[src/rtl/irqd_pkg.sv]
package irqd_pkg;
  localparam int unsigned DEF_NQ    = 2;
  localparam int unsigned DEF_LVL_W = 5;
  localparam int unsigned DEF_BUS_W = 8;
  localparam int unsigned DEF_CFG_W = 16;

  // Position of the most significant bit of a queue's level field.
  function automatic int unsigned field_hi(int unsigned cfg_w, int unsigned lvl_w,
                                           int unsigned q);
    return cfg_w - 1 - q * lvl_w;
  endfunction
endpackage

[src/rtl/irqd_cfg_reg.sv]
module irqd_cfg_reg
  import irqd_pkg::*;
#(
  parameter int unsigned NQ    = DEF_NQ,
  parameter int unsigned LVL_W = DEF_LVL_W,
  parameter int unsigned CFG_W = DEF_CFG_W
) (
  input  logic                  clk,
  input  logic                  rst_n,
  input  logic                  we,
  input  logic [CFG_W-1:0]      wdata,
  output logic [CFG_W-1:0]      rdata,
  output logic [NQ*LVL_W-1:0]   levels
);
  logic [CFG_W-1:0] field_mask;
  logic [CFG_W-1:0] cfg_q;

  // One mask slice per level field; every other bit stays zero.
  for (genvar q = 0; q < NQ; q++) begin : g_field
    localparam int unsigned HI = field_hi(CFG_W, LVL_W, q);
    assign field_mask[HI -: LVL_W]      = '1;
    assign levels[q*LVL_W +: LVL_W]     = cfg_q[HI -: LVL_W];
  end
  if (CFG_W > NQ * LVL_W) begin : g_rsv
    assign field_mask[CFG_W-NQ*LVL_W-1:0] = '0;
  end

  always_ff @(posedge clk) begin
    if (!rst_n)  cfg_q <= '0;
    else if (we) cfg_q <= wdata & field_mask;
  end

  assign rdata = cfg_q;
endmodule

[src/rtl/irqd_level_decode.sv]
module irqd_level_decode
  import irqd_pkg::*;
#(
  parameter int unsigned LVL_W = DEF_LVL_W,
  parameter int unsigned BUS_W = DEF_BUS_W
) (
  input  logic                       req,
  input  logic [LVL_W-1:0]           level,
  input  logic [LVL_W-$clog2(BUS_W)-1:0] slot,
  output logic [BUS_W-1:0]           lines
);
  localparam int unsigned LINE_W = $clog2(BUS_W);

  logic slot_hit;
  assign slot_hit = (level[LVL_W-1:LINE_W] == slot);

  always_comb begin
    lines = '0;
    if (req && slot_hit) lines[level[LINE_W-1:0]] = 1'b1;
  end
endmodule

[src/rtl/irq_slot_driver.sv]
module irq_slot_driver
  import irqd_pkg::*;
#(
  parameter int unsigned NQ    = DEF_NQ,
  parameter int unsigned LVL_W = DEF_LVL_W,
  parameter int unsigned BUS_W = DEF_BUS_W,
  parameter int unsigned CFG_W = DEF_CFG_W,
  localparam int unsigned SLOT_W = LVL_W - $clog2(BUS_W)
) (
  input  logic              clk,
  input  logic              rst_n,
  input  logic [SLOT_W-1:0] slot_sel,
  input  logic [NQ-1:0]     q_req,
  input  logic              cfg_we,
  input  logic [CFG_W-1:0]  cfg_wdata,
  output logic [CFG_W-1:0]  cfg_rdata,
  output logic [BUS_W-1:0]  irq_out
);
  logic [NQ*LVL_W-1:0] levels;
  logic [BUS_W-1:0]    contrib [NQ];
  logic [BUS_W-1:0]    irq_d;

  irqd_cfg_reg #(.NQ(NQ), .LVL_W(LVL_W), .CFG_W(CFG_W)) u_cfg (
    .clk    (clk),
    .rst_n  (rst_n),
    .we     (cfg_we),
    .wdata  (cfg_wdata),
    .rdata  (cfg_rdata),
    .levels (levels)
  );

  for (genvar q = 0; q < NQ; q++) begin : g_q
    irqd_level_decode #(.LVL_W(LVL_W), .BUS_W(BUS_W)) u_dec (
      .req   (q_req[q]),
      .level (levels[q*LVL_W +: LVL_W]),
      .slot  (slot_sel),
      .lines (contrib[q])
    );
  end

  // Wired-OR merge: no priority between queues.
  always_comb begin
    irq_d = '0;
    for (int q = 0; q < NQ; q++) irq_d = irq_d | contrib[q];
  end

  always_ff @(posedge clk) begin
    if (!rst_n) irq_out <= '0;
    else        irq_out <= irq_d;
  end
endmodule

[config.mk]
export PLATFORM = sky130hd
export DESIGN_NAME = irq_slot_driver
export DESIGN_NICKNAME = d
export VERILOG_FILES = /design/src/rtl/irqd_pkg.sv /design/src/rtl/irqd_cfg_reg.sv /design/src/rtl/irqd_level_decode.sv /design/src/rtl/irq_slot_driver.sv
export SDC_FILE = /design/constraint.sdc
export NUM_CORES = 1
export LEC_CHECK = 0
export ABC_AREA = 0
export ABC_CLOCK_PERIOD_IN_PS = 1900
export BUFFER_PORTS_ARGS = -buffer_cell sky130_fd_sc_hd__buf_4
export CAP_MARGIN = 10
export CORE_MARGIN = 2
export CORE_UTILIZATION = 43
export DETAILED_ROUTE_END_ITERATION = 8
export PLACE_DENSITY = 0.79
export SYNTH_ARGS = -nofsm -noshare
export SYNTH_HDL_FRONTEND = slang
export SYNTH_SLANG_ARGS = --single-unit
[constraint.sdc]
create_clock -name clk -period 1.9 [get_ports clk]
set_clock_uncertainty 0.2 [all_clocks]
set_input_delay 0.095 -clock clk [delete_from_list [all_inputs] [get_ports clk]]
set_output_delay 0.095 -clock clk [all_outputs]
set_load 0.02 [all_outputs]
======== Word level (Yosys, flattened, before mapping) ========
Cells that the tools add are included.
word-level totals
  register bits ........................... 18
  bits of input ports ..................... 23
  word-level logic and storage cells ...... 19
  output and inout port bits .............. 24
cells by class
  equality and inequality tests ........... 2
  $lt $le $gt $ge ......................... 4
  reductions and logical operators ........ 4
  multiplexer cells ....................... 6
  bitwise gates (word level) .............. 1
operators by type and width
  cell                                                               count
  2-to-1 mux 8 bit                                                   2
  less-than comparator 3 x 4 -> 1 bit, second input constant         2
  bitwise OR 8 bit                                                   1
  demux 1 bit (select 3 bit)                                         2
  greater-or-equal comparator 3 x 1 -> 1 bit, second input constant  2
  equality test 2 bit                                                2
  logical AND 1 bit                                                  4
  2-to-1 mux 1 bit                                                   2

======== Longest topological paths before layout ========
  depth after elaboration ................. 6
  gate-level depth with buffers ........... 3
  depth with buffers taken out ............ 3

======== By module ========
From an unflattened synthesis, not the netlist that was laid out.
unflattened totals
  cells, all modules ...................... 97
  area, all modules ....................... 933.4 um^2
modules (own cells, without submodules)
  module                            cells each  area each (um^2)  times used  sequential area each (um^2)
  irqd_cfg_reg                      48          498.0             1           200.2
  irq_slot_driver                   17          231.5             1           160.2
  irqd_level_decode (g_q[0].u_dec)  16          102.6             1           0.0
  irqd_level_decode (g_q[1].u_dec)  16          101.3             1           0.0

======== Least setup slack after synthesis ========
OpenSTA, ideal clock, no wires.
  path type ............................... reg2reg
  from .................................... register u_cfg.cfg_q[10], in the netlist u_cfg.rdata[10]
  to ...................................... register irq_out[2]
  setup time .............................. 70 ps
  period minus slack after synthesis ...... 1,547 ps
  arrival ................................. 1,277 ps
  required time ........................... 1,630 ps
  cell stages (with the launch flop) ...... 4
  setup slack ............................. 353 ps
  buffers on the path ..................... 0
  cell sequence ........................... dfxtp_1 -> xor2_2 -> or4b_1 -> a21boi_1
between the ends
  longest elaborated chain between the ends .. 4
RTL lines
  element                 RTL line                 source
  from (decl)             irqd_cfg_reg.sv:16       logic [CFG_W-1:0] cfg_q;
  from (signal assigned)  irqd_cfg_reg.sv:30       else if (we) cfg_q <= wdata & field_mask;
  equality test 2 bit     irqd_level_decode.sv:15  assign slot_hit = (level[LVL_W-1:LINE_W] == slot);
  logical AND 1 bit       irqd_level_decode.sv:19  if (req && slot_hit) lines[level[LINE_W-1:0]] = 1'b1;
  2-to-1 mux 8 bit        irqd_level_decode.sv:19
  bitwise OR 8 bit        irq_slot_driver.sv:44    for (int q = 0; q < NQ; q++) irq_d = irq_d | contrib[q];
  to (signal assigned)    irq_slot_driver.sv:49    else irq_out <= irq_d;
  to (decl)               irq_slot_driver.sv:17    output logic [BUS_W-1:0] irq_out
No other way between the ends.
A chain may end at the register's enable or synchronous reset.

==> results.txt <==
----------------------------------------------------
[Critical path]
  Stage delay of the slowest cell on the critical path ... 0.55 ns
  Launching element type of the critical path ... input port
  Series of cell instances along the critical path ... dlygate4sd3_1, buf_4, mux2i_1, nor2b_1, dlygate4sd3_1
  Endpoint kind of the worst setup timing path ... flop
  Cell type of the slowest stage on the worst timing path ... sky130_fd_sc_hd__dlygate4sd3_1
  Origin of the critical flop-to-flop path ... u_cfg.rdata[10]
  Minimum setup slack among reg-to-reg paths ... 0.37 ns
  Worst r2r dst ... irq_out[2]
  Arrival time of the worst setup path ... 1.58 ns
  Worst path most repeated cell ... sky130_fd_sc_hd__dlygate4sd3_1
  Worst setup endpoint ... u_cfg.rdata[6]
  Crit Path Max Fanout ... 1
  Number of cells on the worst reg-to-reg path ... 3
  Crit path from ... cfg_wdata[6]
  WS Path Type ... input port to flop
  Data required time at the worst endpoint ... 1.89 ns

[Finish]
  Proportion of layout cells with a drive suffix above 1 ... 26.71%
  Non-Filler Instances ... 173
  Layout overhead on the synthesized area ... 57.46%
  Leading cell type in the layout, fill and taps excluded ... sky130_fd_sc_hd__buf_4
  Nets ... 170
  Total of fill cells in the finished design ... 149
  Highest-count cells in the layout ignoring fill and taps ... sky130_fd_sc_hd__buf_4 (34), sky130_fd_sc_hd__dlygate4sd3_1 (22), sky130_fd_sc_hd__dfxtp_1 (18)
  Number of antenna diodes ... 0

[Timing]
  Final critical-path share of the clock period ... 83.65%
  Total count of max-transition violations in the final report ... 0
  Relative slew margins ... 65.60%
  Final Hold Violating Endpoints ... 0
  Final count of negative-setup-slack endpoints ... 0
  Highest attainable clock frequency ... 0.6292 GHz
  Setup TNS after final layout ... 0 ns
  Unrepaired setup endpoints after global routing ... false
  Tightest Pin Transition ... 0.5143 ns
  Min cycle time layout ... 1.589 ns
  Final Hold Slack ... 0.01745 ns

[Place]
  IO Port Bufs ... 34
  Placed cell count ... 147
  HPWL after detailed placement ... 1439 um
  GP Congestion ... 0.8230

[Route]
  Wire length reported by the detailed router ... 2314 um
  DRC violations left ... 0
  Post-DRT Antenna Nets ... 0
  Average wire length per cell after detail routing ... 13.38 um
  First-iteration detailed-routing DRC count ... 2
  First-pass iteration count of the detailed router ... 4
  Overall via count from detail_route ... 851
  Via/cell ratio ... 4.919

[CTS]
  # clock sinks ... 18
  Post-CTS sizing ... 0
  CTS Hold Buffers Added ... 22
  Post-CTS setup-driven buffer insertion count ... 0
  Library cell used as clock root buffer ... sky130_fd_sc_hd__clkbuf_4
  Number of H-tree levels ... 1
  Clock buffer count from CTS ... 3
  TritonCTS clock tree ... yes
  Clock latency at the later pin of the worst-skew pair ... 0.29 ns
  Clock input transition at the sequential cells of the worst setup and hold paths ... 0.10 ns
  Number of buffers between clock root and the deepest sink ... 2

[GRT]
  Antenna violations before repair ... 0
  Via count of the first global-routing pass ... 799
  Pin count of the biggest net entering global routing ... 19
  GRT Resource Usage Total ... 20.61%
  Overall overflow remaining after global route ... 0
  First-pass GRT wire length ... 3753 um

[Synthesis]
  Number of warnings printed during yosys synthesis ... 0
  Synth Area in Simple Gates ... 28.17%
  Main combinational cell family by area after synthesis ... simple AND/OR/NAND/NOR gates
  Xor/xnor share of the synthesized area ... 6.761%
  Synth Area in Adders ... 0%
  Fraction of synthesized area in multiplexers ... 11.27%
  Post-Synthesis Cells ... 89
  Share of the synthesized area in compound gates (AO/OA/AOI/OAI) ... 6.761%
  Synth cell types ... 21
  Number of synthesized register bits ... 18
  Sequential element share of the synthesized area ... 40.56%
  Area share of the largest cell type after synthesis ... 40.56%
  Largest area contributor in the synthesized netlist ... sky130_fd_sc_hd__dfxtp_1
  Summed instance area of the synthesized netlist ... 888.4 sq um
  Mean area per synthesized cell ... 9.981 sq um
  Top post-synthesis cells by area ... sky130_fd_sc_hd__dfxtp_1 (41%), sky130_fd_sc_hd__mux2i_1 (11%), sky130_fd_sc_hd__nor2b_1 (9.2%), sky130_fd_sc_hd__nor4b_1 (6.9%), sky130_fd_sc_hd__o21a_1 (5.9%)

[Power and ir drop]
  Peak VDD IR ... 429.7 uV
  Leakage power total ... 0.6261 nW
  Power per cell area ... 607.5 mW/mm^2

[Die]
  Core Region ... 0.001962 sq mm
  Starting Density ... 45.28%
  I/O Pins ... 47
  Number of core rows ... 16
  Die Width ... 49.45 um
  Die footprint ... 0.002445 sq mm
  Die Y-Extent ... 49.45 um

[Run]
  Max capacitance violation total ... 0

[Worst hold path]
  Type of the tightest min-delay check ... input port to flop

[Run status]
  Outcome ... finished clean

----------------------------------------------------
==> where the power goes <==
part | switching, W | internal (W)
Clock | 0.000120 | 0.000117
Combinational | 0.0000975 | 0.000106
Sequential | 0.0000175 | 0.000392
Total | 0.000235 | 0.000615
==> routing by layer <==
layer  up-vias  GRT usage, %  wire length [um]
li1        417             -                 -
met1       397         23.96               962
met2        29         35.59              1183
met3         8         2.727                83
met4         0         12.96                85
met5         -             0                 0
==> flip-flops by register name, summed over array words and instances, names as in the netlist <==
signal       cells
irq_out          8
u_cfg.rdata     10
==> layout make-up <==
class	instances	area, sq um	share of cell area [%]
clock buffers	4	36.28	2.594
multi-input cells	68	493.0	35.24
flip-flops and latches	18	360.3	25.76
well taps	27	33.78	2.415
repair buffers	56	475.5	33.99
==> worst max-delay path: cells and delay by family <==
family                 cells  cell delay (ns)
buffers and inverters      3             1.24
multiplexers               1             0.19
AND/OR/NAND/NOR            1             0.06
==> worst min-delay path by stage <==
| stage | from | to | slack, ns | cells past startpoint |
|---|---|---|---|---|
| 6_report | slot_sel[1] | irq_out[2] | 0.02 | 4 |
| 5_1_grt | slot_sel[1] | irq_out[2] | 0.03 | 4 |
| 4_1_cts | slot_sel[1] | irq_out[2] | 0.003 | 4 |
| 3_5_place_dp | cfg_wdata[10] | u_cfg.rdata[10] | 0.16 | 3 |
| 3_3_place_gp | cfg_wdata[11] | u_cfg.rdata[11] | 0.15 | 3 |
| 2_1_floorplan | rst_n | u_cfg.rdata[10] | 0.02 | 1 |
==> logic make-up after synthesis <==
group | after synthesis
buffers and inverters | 8
flip-flops | 18
AO/OA/AOI/OAI | 8
multiplexers | 10
AND/OR/NAND/NOR | 38
other | 1
XOR/XNOR | 6
==> synth_stat cells <==
library cell	n
sky130_fd_sc_hd__nor4bb_1	1
sky130_fd_sc_hd__xnor2_1	2
sky130_fd_sc_hd__nor4_1	5
sky130_fd_sc_hd__nor4b_1	7
sky130_fd_sc_hd__conb_1	1
sky130_fd_sc_hd__nand4_1	1
sky130_fd_sc_hd__o21a_1	7
sky130_fd_sc_hd__nand2_1	4
sky130_fd_sc_hd__nor2_1	2
sky130_fd_sc_hd__nor2b_1	13
sky130_fd_sc_hd__buf_4	6
sky130_fd_sc_hd__and4_1	1
sky130_fd_sc_hd__mux2i_1	10
sky130_fd_sc_hd__buf_2	1
sky130_fd_sc_hd__xor2_1	3
sky130_fd_sc_hd__dfxtp_1	18
sky130_fd_sc_hd__nand2b_1	3
sky130_fd_sc_hd__a21boi_1	1
sky130_fd_sc_hd__or4b_1	1
sky130_fd_sc_hd__clkbuf_1	1
sky130_fd_sc_hd__xor2_2	1
==> metrics by stage <==
step / power, W / util [%] / worst slack [ns] / instance area (sq um)
2_1_floorplan: 0.0005224 / - / 0.3531 / 907.1
5_1_grt: 0.0008884 / 71.30 / 0.2686 / 1399
4_1_cts: 0.0008503 / 71.30 / 0.3178 / 1399
6_report: 0.0008498 / 71.30 / 0.3106 / 1399
3_3_place_gp: 0.0005741 / 58.23 / 0.4334 / 1142
3_5_place_dp: 0.0005796 / 58.23 / 0.4053 / 1142
Power figures use the tool's default switching activity.
